--- src/rtl/spi_cmd_pkg.sv ---
package spi_cmd_pkg;
   typedef enum logic [1:0] {
      OP_RD_DATA = 2'b00,
      OP_RD_CFG  = 2'b01,
      OP_WR_DATA = 2'b10,
      OP_WR_CFG  = 2'b11
   } spi_op_e;

   localparam int OP_W = 2;
endpackage

--- src/rtl/spi_in_sync.sv ---
module spi_in_sync #(
   parameter int          W       = 3,
   parameter int          STAGES  = 2,
   parameter logic [W-1:0] RST_VAL = '0
) (
   input  logic         clk,
   input  logic         rst_n,
   input  logic [W-1:0] din,
   output logic [W-1:0] dout
);
   if (STAGES < 2) begin : g_bad_stages
      $error("spi_in_sync: STAGES must be at least 2");
   end

   logic [W-1:0] chain [STAGES];

   always_ff @(posedge clk or negedge rst_n) begin
      if (!rst_n) chain[0] <= RST_VAL;
      else        chain[0] <= din;
   end

   for (genvar s = 1; s < STAGES; s++) begin : g_stage
      always_ff @(posedge clk or negedge rst_n) begin
         if (!rst_n) chain[s] <= RST_VAL;
         else        chain[s] <= chain[s-1];
      end
   end

   assign dout = chain[STAGES-1];
endmodule

--- src/rtl/spi_frame_shift.sv ---
module spi_frame_shift #(
   parameter int FRAME_BITS = 16,
   parameter bit MSB_FIRST  = 1'b1,
   localparam int CW        = $clog2(FRAME_BITS + 2)
) (
   input  logic                  clk,
   input  logic                  rst_n,
   input  logic                  cs_act,
   input  logic                  cs_fall_ev,
   input  logic                  sclk_rise_ev,
   input  logic                  sclk_fall_ev,
   input  logic                  mosi_s,
   input  logic [FRAME_BITS-1:0] rd_word,
   output logic [FRAME_BITS-1:0] rx_word,
   output logic                  frame_full,
   output logic                  miso_bit
);
   if (FRAME_BITS < 4) begin : g_bad_frame
      $error("spi_frame_shift: FRAME_BITS too small");
   end

   localparam logic [CW-1:0] FULL_CNT = CW'(FRAME_BITS);
   localparam logic [CW-1:0] OVER_CNT = CW'(FRAME_BITS + 1);

   logic [CW-1:0]         cnt;
   logic [FRAME_BITS-1:0] tx_sh;
   logic                  take_bit;

   assign take_bit   = cs_act && sclk_rise_ev && (cnt < FULL_CNT);
   assign frame_full = (cnt == FULL_CNT);

   // bit counter saturates one past full so long frames are recognisable
   always_ff @(posedge clk or negedge rst_n) begin
      if (!rst_n)                              cnt <= '0;
      else if (!cs_act)                        cnt <= '0;
      else if (sclk_rise_ev && cnt != OVER_CNT) cnt <= cnt + 1'b1;
   end

   if (MSB_FIRST) begin : g_msb
      always_ff @(posedge clk or negedge rst_n) begin
         if (!rst_n)        rx_word <= '0;
         else if (!cs_act)  rx_word <= '0;
         else if (take_bit) rx_word <= {rx_word[FRAME_BITS-2:0], mosi_s};
      end
      always_ff @(posedge clk or negedge rst_n) begin
         if (!rst_n)                      tx_sh <= '0;
         else if (!cs_act)                tx_sh <= '0;
         else if (cs_fall_ev)             tx_sh <= rd_word;
         else if (sclk_fall_ev)           tx_sh <= {tx_sh[FRAME_BITS-2:0], 1'b0};
      end
      assign miso_bit = tx_sh[FRAME_BITS-1];
   end else begin : g_lsb
      always_ff @(posedge clk or negedge rst_n) begin
         if (!rst_n)        rx_word <= '0;
         else if (!cs_act)  rx_word <= '0;
         else if (take_bit) rx_word <= {mosi_s, rx_word[FRAME_BITS-1:1]};
      end
      always_ff @(posedge clk or negedge rst_n) begin
         if (!rst_n)                      tx_sh <= '0;
         else if (!cs_act)                tx_sh <= '0;
         else if (cs_fall_ev)             tx_sh <= rd_word;
         else if (sclk_fall_ev)           tx_sh <= {1'b0, tx_sh[FRAME_BITS-1:1]};
      end
      assign miso_bit = tx_sh[0];
   end
endmodule

--- src/rtl/spi_cmd_decode.sv ---
module spi_cmd_decode
   import spi_cmd_pkg::*;
#(
   parameter int FRAME_BITS = 16,
   parameter int MASK_W     = 4,
   parameter int MASK_LSB   = 10,
   parameter int TE_BIT     = 10,
   parameter int RTS_BIT    = 9,
   localparam int PW        = FRAME_BITS - OP_W
) (
   input  logic                  clk,
   input  logic                  rst_n,
   input  logic                  cs_rise_ev,
   input  logic                  frame_full,
   input  logic [FRAME_BITS-1:0] rx_word,
   output logic                  cmd_stb,
   output logic [OP_W-1:0]       cmd_op,
   output logic [PW-1:0]         cmd_payload,
   output logic                  cfg_wr_stb,
   output logic                  cfg_rd_stb,
   output logic                  tx_load_stb,
   output logic                  rts_stb,
   output logic                  rts_level,
   output logic                  rx_ack_stb,
   output logic                  mask_stb,
   output logic [MASK_W-1:0]     mask_val
);
   if (MASK_LSB + MASK_W > PW) begin : g_bad_mask
      $error("spi_cmd_decode: mask field outside payload");
   end
   if (TE_BIT >= PW || RTS_BIT >= PW || TE_BIT == RTS_BIT) begin : g_bad_data
      $error("spi_cmd_decode: data-write control bits misplaced");
   end

   localparam int N_OPS = 1 << OP_W;

   logic            commit;
   logic            full_q;
   logic [OP_W-1:0] op_field;
   logic [N_OPS-1:0] op_hit;

   assign op_field = rx_word[FRAME_BITS-1 -: OP_W];
   assign commit   = cs_rise_ev && frame_full;

   for (genvar k = 0; k < N_OPS; k++) begin : g_op
      assign op_hit[k] = commit && (op_field == OP_W'(k));
   end

   always_ff @(posedge clk or negedge rst_n) begin
      if (!rst_n) begin
         cmd_stb     <= 1'b0;
         cmd_op      <= '0;
         cmd_payload <= '0;
         cfg_wr_stb  <= 1'b0;
         cfg_rd_stb  <= 1'b0;
         tx_load_stb <= 1'b0;
         rts_stb     <= 1'b0;
         rts_level   <= 1'b0;
         rx_ack_stb  <= 1'b0;
      end else begin
         cmd_stb     <= commit;
         cfg_wr_stb  <= op_hit[OP_WR_CFG];
         cfg_rd_stb  <= op_hit[OP_RD_CFG];
         rts_stb     <= op_hit[OP_WR_DATA];
         tx_load_stb <= op_hit[OP_WR_DATA] && !rx_word[TE_BIT];
         rx_ack_stb  <= op_hit[OP_RD_DATA];
         if (commit) begin
            cmd_op      <= op_field;
            cmd_payload <= rx_word[PW-1:0];
         end
         if (op_hit[OP_WR_DATA]) rts_level <= rx_word[RTS_BIT];
      end
   end

   // mask field is released on the arrival of the last bit, not on release
   always_ff @(posedge clk or negedge rst_n) begin
      if (!rst_n) begin
         full_q   <= 1'b0;
         mask_stb <= 1'b0;
         mask_val <= '0;
      end else begin
         full_q   <= frame_full;
         mask_stb <= frame_full && !full_q && (op_field == OP_WR_CFG);
         if (frame_full && !full_q && (op_field == OP_WR_CFG))
            mask_val <= rx_word[MASK_LSB +: MASK_W];
      end
   end
endmodule

--- src/rtl/spi_cmd_frontend.sv ---
module spi_cmd_frontend #(
   parameter int FRAME_BITS  = 16,
   parameter int SYNC_STAGES = 2,
   parameter bit MSB_FIRST   = 1'b1,
   parameter int MASK_W      = 4,
   parameter int MASK_LSB    = 10,
   parameter int TE_BIT      = 10,
   parameter int RTS_BIT     = 9,
   localparam int PW         = FRAME_BITS - 2
) (
   input  logic                  clk,
   input  logic                  rst_n,
   input  logic                  spi_cs_n,
   input  logic                  spi_sclk,
   input  logic                  spi_mosi,
   output logic                  spi_miso,
   input  logic [FRAME_BITS-1:0] rd_word,
   output logic                  cmd_stb,
   output logic [1:0]            cmd_op,
   output logic [PW-1:0]         cmd_payload,
   output logic                  cfg_wr_stb,
   output logic                  cfg_rd_stb,
   output logic                  tx_load_stb,
   output logic                  rts_stb,
   output logic                  rts_level,
   output logic                  rx_ack_stb,
   output logic                  mask_stb,
   output logic [MASK_W-1:0]     mask_val
);
   // synchronized vector: [2] chip select, [1] serial clock, [0] data in
   logic [2:0] pins_s;
   logic       cs_q, sclk_q;
   logic       cs_act, cs_fall_ev, cs_rise_ev, sclk_rise_ev, sclk_fall_ev;
   logic [FRAME_BITS-1:0] rx_word;
   logic       frame_full;

   spi_in_sync #(
      .W       (3),
      .STAGES  (SYNC_STAGES),
      .RST_VAL (3'b100)
   ) u_sync (
      .clk   (clk),
      .rst_n (rst_n),
      .din   ({spi_cs_n, spi_sclk, spi_mosi}),
      .dout  (pins_s)
   );

   always_ff @(posedge clk or negedge rst_n) begin
      if (!rst_n) begin
         cs_q   <= 1'b1;
         sclk_q <= 1'b0;
      end else begin
         cs_q   <= pins_s[2];
         sclk_q <= pins_s[1];
      end
   end

   assign cs_act       = !pins_s[2];
   assign cs_fall_ev   = !pins_s[2] && cs_q;
   assign cs_rise_ev   = pins_s[2] && !cs_q;
   assign sclk_rise_ev = pins_s[1] && !sclk_q;
   assign sclk_fall_ev = !pins_s[1] && sclk_q;

   spi_frame_shift #(
      .FRAME_BITS (FRAME_BITS),
      .MSB_FIRST  (MSB_FIRST)
   ) u_shift (
      .clk          (clk),
      .rst_n        (rst_n),
      .cs_act       (cs_act),
      .cs_fall_ev   (cs_fall_ev),
      .sclk_rise_ev (sclk_rise_ev),
      .sclk_fall_ev (sclk_fall_ev),
      .mosi_s       (pins_s[0]),
      .rd_word      (rd_word),
      .rx_word      (rx_word),
      .frame_full   (frame_full),
      .miso_bit     (spi_miso)
   );

   spi_cmd_decode #(
      .FRAME_BITS (FRAME_BITS),
      .MASK_W     (MASK_W),
      .MASK_LSB   (MASK_LSB),
      .TE_BIT     (TE_BIT),
      .RTS_BIT    (RTS_BIT)
   ) u_dec (
      .clk         (clk),
      .rst_n       (rst_n),
      .cs_rise_ev  (cs_rise_ev),
      .frame_full  (frame_full),
      .rx_word     (rx_word),
      .cmd_stb     (cmd_stb),
      .cmd_op      (cmd_op),
      .cmd_payload (cmd_payload),
      .cfg_wr_stb  (cfg_wr_stb),
      .cfg_rd_stb  (cfg_rd_stb),
      .tx_load_stb (tx_load_stb),
      .rts_stb     (rts_stb),
      .rts_level   (rts_level),
      .rx_ack_stb  (rx_ack_stb),
      .mask_stb    (mask_stb),
      .mask_val    (mask_val)
   );
endmodule

--- config.mk ---
export PLATFORM = sky130hd
export DESIGN_NAME = spi_cmd_frontend
export DESIGN_NICKNAME = d
export VERILOG_FILES = /design/src/rtl/spi_cmd_pkg.sv /design/src/rtl/spi_in_sync.sv /design/src/rtl/spi_frame_shift.sv /design/src/rtl/spi_cmd_decode.sv /design/src/rtl/spi_cmd_frontend.sv
export SDC_FILE = /design/constraint.sdc
export NUM_CORES = 1
export LEC_CHECK = 0
export BUFFER_PORTS_ARGS = -buffer_cell sky130_fd_sc_hd__buf_4
export CELL_PAD_IN_SITES_DETAIL_PLACEMENT = 1
export CELL_PAD_IN_SITES_GLOBAL_PLACEMENT = 1
export CORE_MARGIN = 5
export CORE_UTILIZATION = 40
export CTS_CLUSTER_SIZE = 25
export DETAILED_ROUTE_END_ITERATION = 8
export PLACE_DENSITY = 0.84
export SYNTH_ARGS = -nofsm -noshare
export SYNTH_HDL_FRONTEND = slang
export SYNTH_SLANG_ARGS = --single-unit
--- constraint.sdc ---
create_clock -name clk -period 1.62 [get_ports clk]
set_clock_uncertainty 0.05 [all_clocks]
set_input_delay 0.162 -clock clk [delete_from_list [all_inputs] [get_ports clk]]
set_output_delay 0.162 -clock clk [all_outputs]
set_load 0.03 [all_outputs]
==> results.toml <==
[worst_setup_path]
worstSetupPathDepth = 6
cpPeakStageDelay_ps = 390
reg2reg_to = "u_dec.mask_val[0]"
critPathBufInv = 2
critPathMaxFanout = 3
critPathArrivalTime_ps = 1880
critPathSlowestCell = "dfrtp_1"
start_kind = "flop"
end_kind = "flop"
r2r_slack_ps = -80
path_cells = "inv_2 -> ha_4 -> and4bb_4 -> nor3b_4 -> buf_4 -> mux2_4"
path_class = "reg -> reg"
critPathRequiredTime_ps = 1800
cp_top_family = "simple AND/OR/NAND/NOR gates"
reg2regPathDepth = 6
reg2reg_from = "u_shift.cnt[0]"

[yosys]
ys_types = 33
avgSynthCellArea_um2 = 12.6
synth_cells = 245
synthFlopType = "dfrtp_1"
synth_edf_count = 0
syn-cell-area_um2 = 3090
async_flop_share = 1.00
synth-seq-cells = 74
synth_nets = 269
yosysWarnings = 0
synth_seq_area_share = 0.601

[sta]
max_slew_margin = 0.751
finalCriticalPeriod_ps = 1700
layout_setup_ws_ps = -84.3
setup_viol = 21
tns_ps = -1350
rsz0062_at_grt = "true"
timing.hold.ws_ps = 37.3
slew_viol_final = 0
max_freq_mhz = 587
period_share = 1.05
worst_pin_slew_ps = 374
hold_violations = 0

[clock_tree]
cts_tree = "done"
clk_latency_ps = 340
cts_inserted_buffers = 9
clock_path_buffers = 2
cts.sinks = 74
cts_root_buf = "clkbuf_8"
cts_max_level = 3
path_clk_slew_ps = 80

[finish]
layout.area.seq_um2 = 1860
multi_input_area_um2 = 1180
diodes = 0
layout-drive-gt1-share = 0.435
mostFrequentLayoutCells = "71 x dfrtp_1, 65 x buf_4, 34 x nand2_1, 34 x mux2_2, 21 x nor2_1"
fin_nets = 342
area_growth_pct = 29.6
fillCellCount = 803
final_common_cell = "dfrtp_1"

[place]
io_buffers = 49
dpl.hpwl_um = 4440
place_congestion = 0.744

[route]
detail_route.first_pass.iterations = 4
vias = 2086
ant_nets = 0
wl_um = 6630
drt_iter0_markers = 49
route.detailed.drc = 0
vias_per_cell = 4.92
post_drt_wl_per_cell_um = 15.6

[min_path]
hp-start = "rd_word[0]"
holdPathStages = 3
hold_end = "u_shift.tx_sh[0]"
hp-class = "in -> reg"

[status]
violations = "negative setup slack"
status = "finished, violations left"

[floorplanning]
die_area_um2 = 9580
die_x_um = 97.9
initial_core_util = 0.406
num_rows = 32
die_y_um = 97.9
fp.coreArea_um2 = 7610
pin_count = 50

[global_route]
grt_pass1_vias = 2293
grt_max_degree = 48
grt_first_pass_wirelength_um = 10900
grt.total_usage = 0.140
antenna_found_initial = 0
overflow = 0

[power]
leakagePower_nw = 1.97
pwr_density_cell_nw_per_um2 = 901
vdd_drop_max_mv = 0.417

[flow_run]
max_cap_violations = 0
[logic make-up after synthesis]
family,after synthesis,share of synthesized area
adder cells (fa/ha/maj),3,0.0122
multiplexers,54,0.190
flip-flops,74,0.601
AO/OA/AOI/OAI,23,0.0450
buffers and inverters,17,0.0304
AND/OR/NAND/NOR,74,0.122
[worst register-to-register path: stages, from the launching register on]
cell and delay (ps):
dfrtp_1 390, inv_2 90, ha_4 130, and4bb_4 270, nor3b_4 220, buf_4 150
mux2_4 300
[repair_timing]
item                                   CTS  global route
gates resized for setup                  7             6
setup endpoints to repair               21            23
hold buffers                             4             0
buffers inserted                         4             1
endpoints found under the hold margin   74             0
[report_power, final]
part           internal [W]  switching [W]
Combinational      0.000144       0.000140
Sequential          0.00189      0.0000297
Clock              0.000708       0.000693
[through the flow]
| step | power, W | area [µm²] | util | instances | setup WS [ps] |
|---|---|---|---|---|---|
| after floorplan | 0.00209 | 3090 | - | 245 | -38.7 |
| after global placement | 0.00222 | 3680 | 0.484 | 400 | -65.5 |
| after detailed placement | 0.00224 | 3680 | 0.484 | 400 | -102 |
| after CTS | 0.00364 | 3970 | 0.521 | 423 | -69.3 |
| after global routing | 0.00377 | 4000 | 0.526 | 424 | -149 |
| final | 0.00361 | 4000 | 0.526 | 424 | -84.3 |
[cells in the mapped netlist (2+ instances only)]
cell type   n  area [µm²]
dfrtp_1    71        1780
mux2_2     38         428
nand2_1    34         128
nor2_1     21        78.8
a21oi_1    18        90.1
mux2i_1    16         160
clkbuf_1    6        22.5
inv_1       4        15.0
nand2b_1    4        25.0
buf_2       3        15.0
buf_6       3        33.8
dfstp_2     3        78.8
ha_1        3        37.5
nor2b_1     2        12.5
[sequential cells by signal, summed over array words and instances (netlist names), 2 cells and up]
| signal | flops |
|---|---|
| u_sync.chain | 3 |
| u_shift.cnt | 5 |
| u_shift.tx_sh | 16 |
| u_shift.rx_word | 16 |
| u_sync.dout | 3 |
| u_dec.cmd_op | 2 |
| u_dec.mask_val | 4 |
| u_dec.cmd_payload | 14 |
[how the worst max path moves through the flow]
stage	from	to	slack (ps)
global placement	u_shift.cnt[0]	u_dec.mask_val[3]	-70
detailed placement	u_shift.cnt[0]	u_dec.mask_val[2]	-100
finish	u_shift.cnt[0]	u_dec.mask_val[0]	-80
CTS	u_shift.cnt[1]	u_dec.cmd_payload[12]	-70
global route	u_shift.cnt[0]	u_dec.mask_val[1]	-150
floorplan	u_shift.cnt[0]	u_dec.mask_val[0]	-40
[final cells by class]
cell class	count	share of cell area
multi-input combinational	154	0.295
sequential	74	0.464
timing repair buffer	75	0.158
clock buffer	9	0.0309
tap	102	0.0319
inverter	4	0.00375
clock inverter	6	0.0169
[routing by layer]
| metal | up-vias | track usage | part of all wire |
|---|---|---|---|
| met5 | - | 0 | 0 |
| met4 | 0 | 0.0575 | 0.019 |
| met2 | 49 | 0.241 | 0.51 |
| li1 | 971 | - | - |
| met3 | 14 | 0.0364 | 0.050 |
| met1 | 1052 | 0.167 | 0.42 |
No activity file was read; power rests on OpenSTA's default activity.
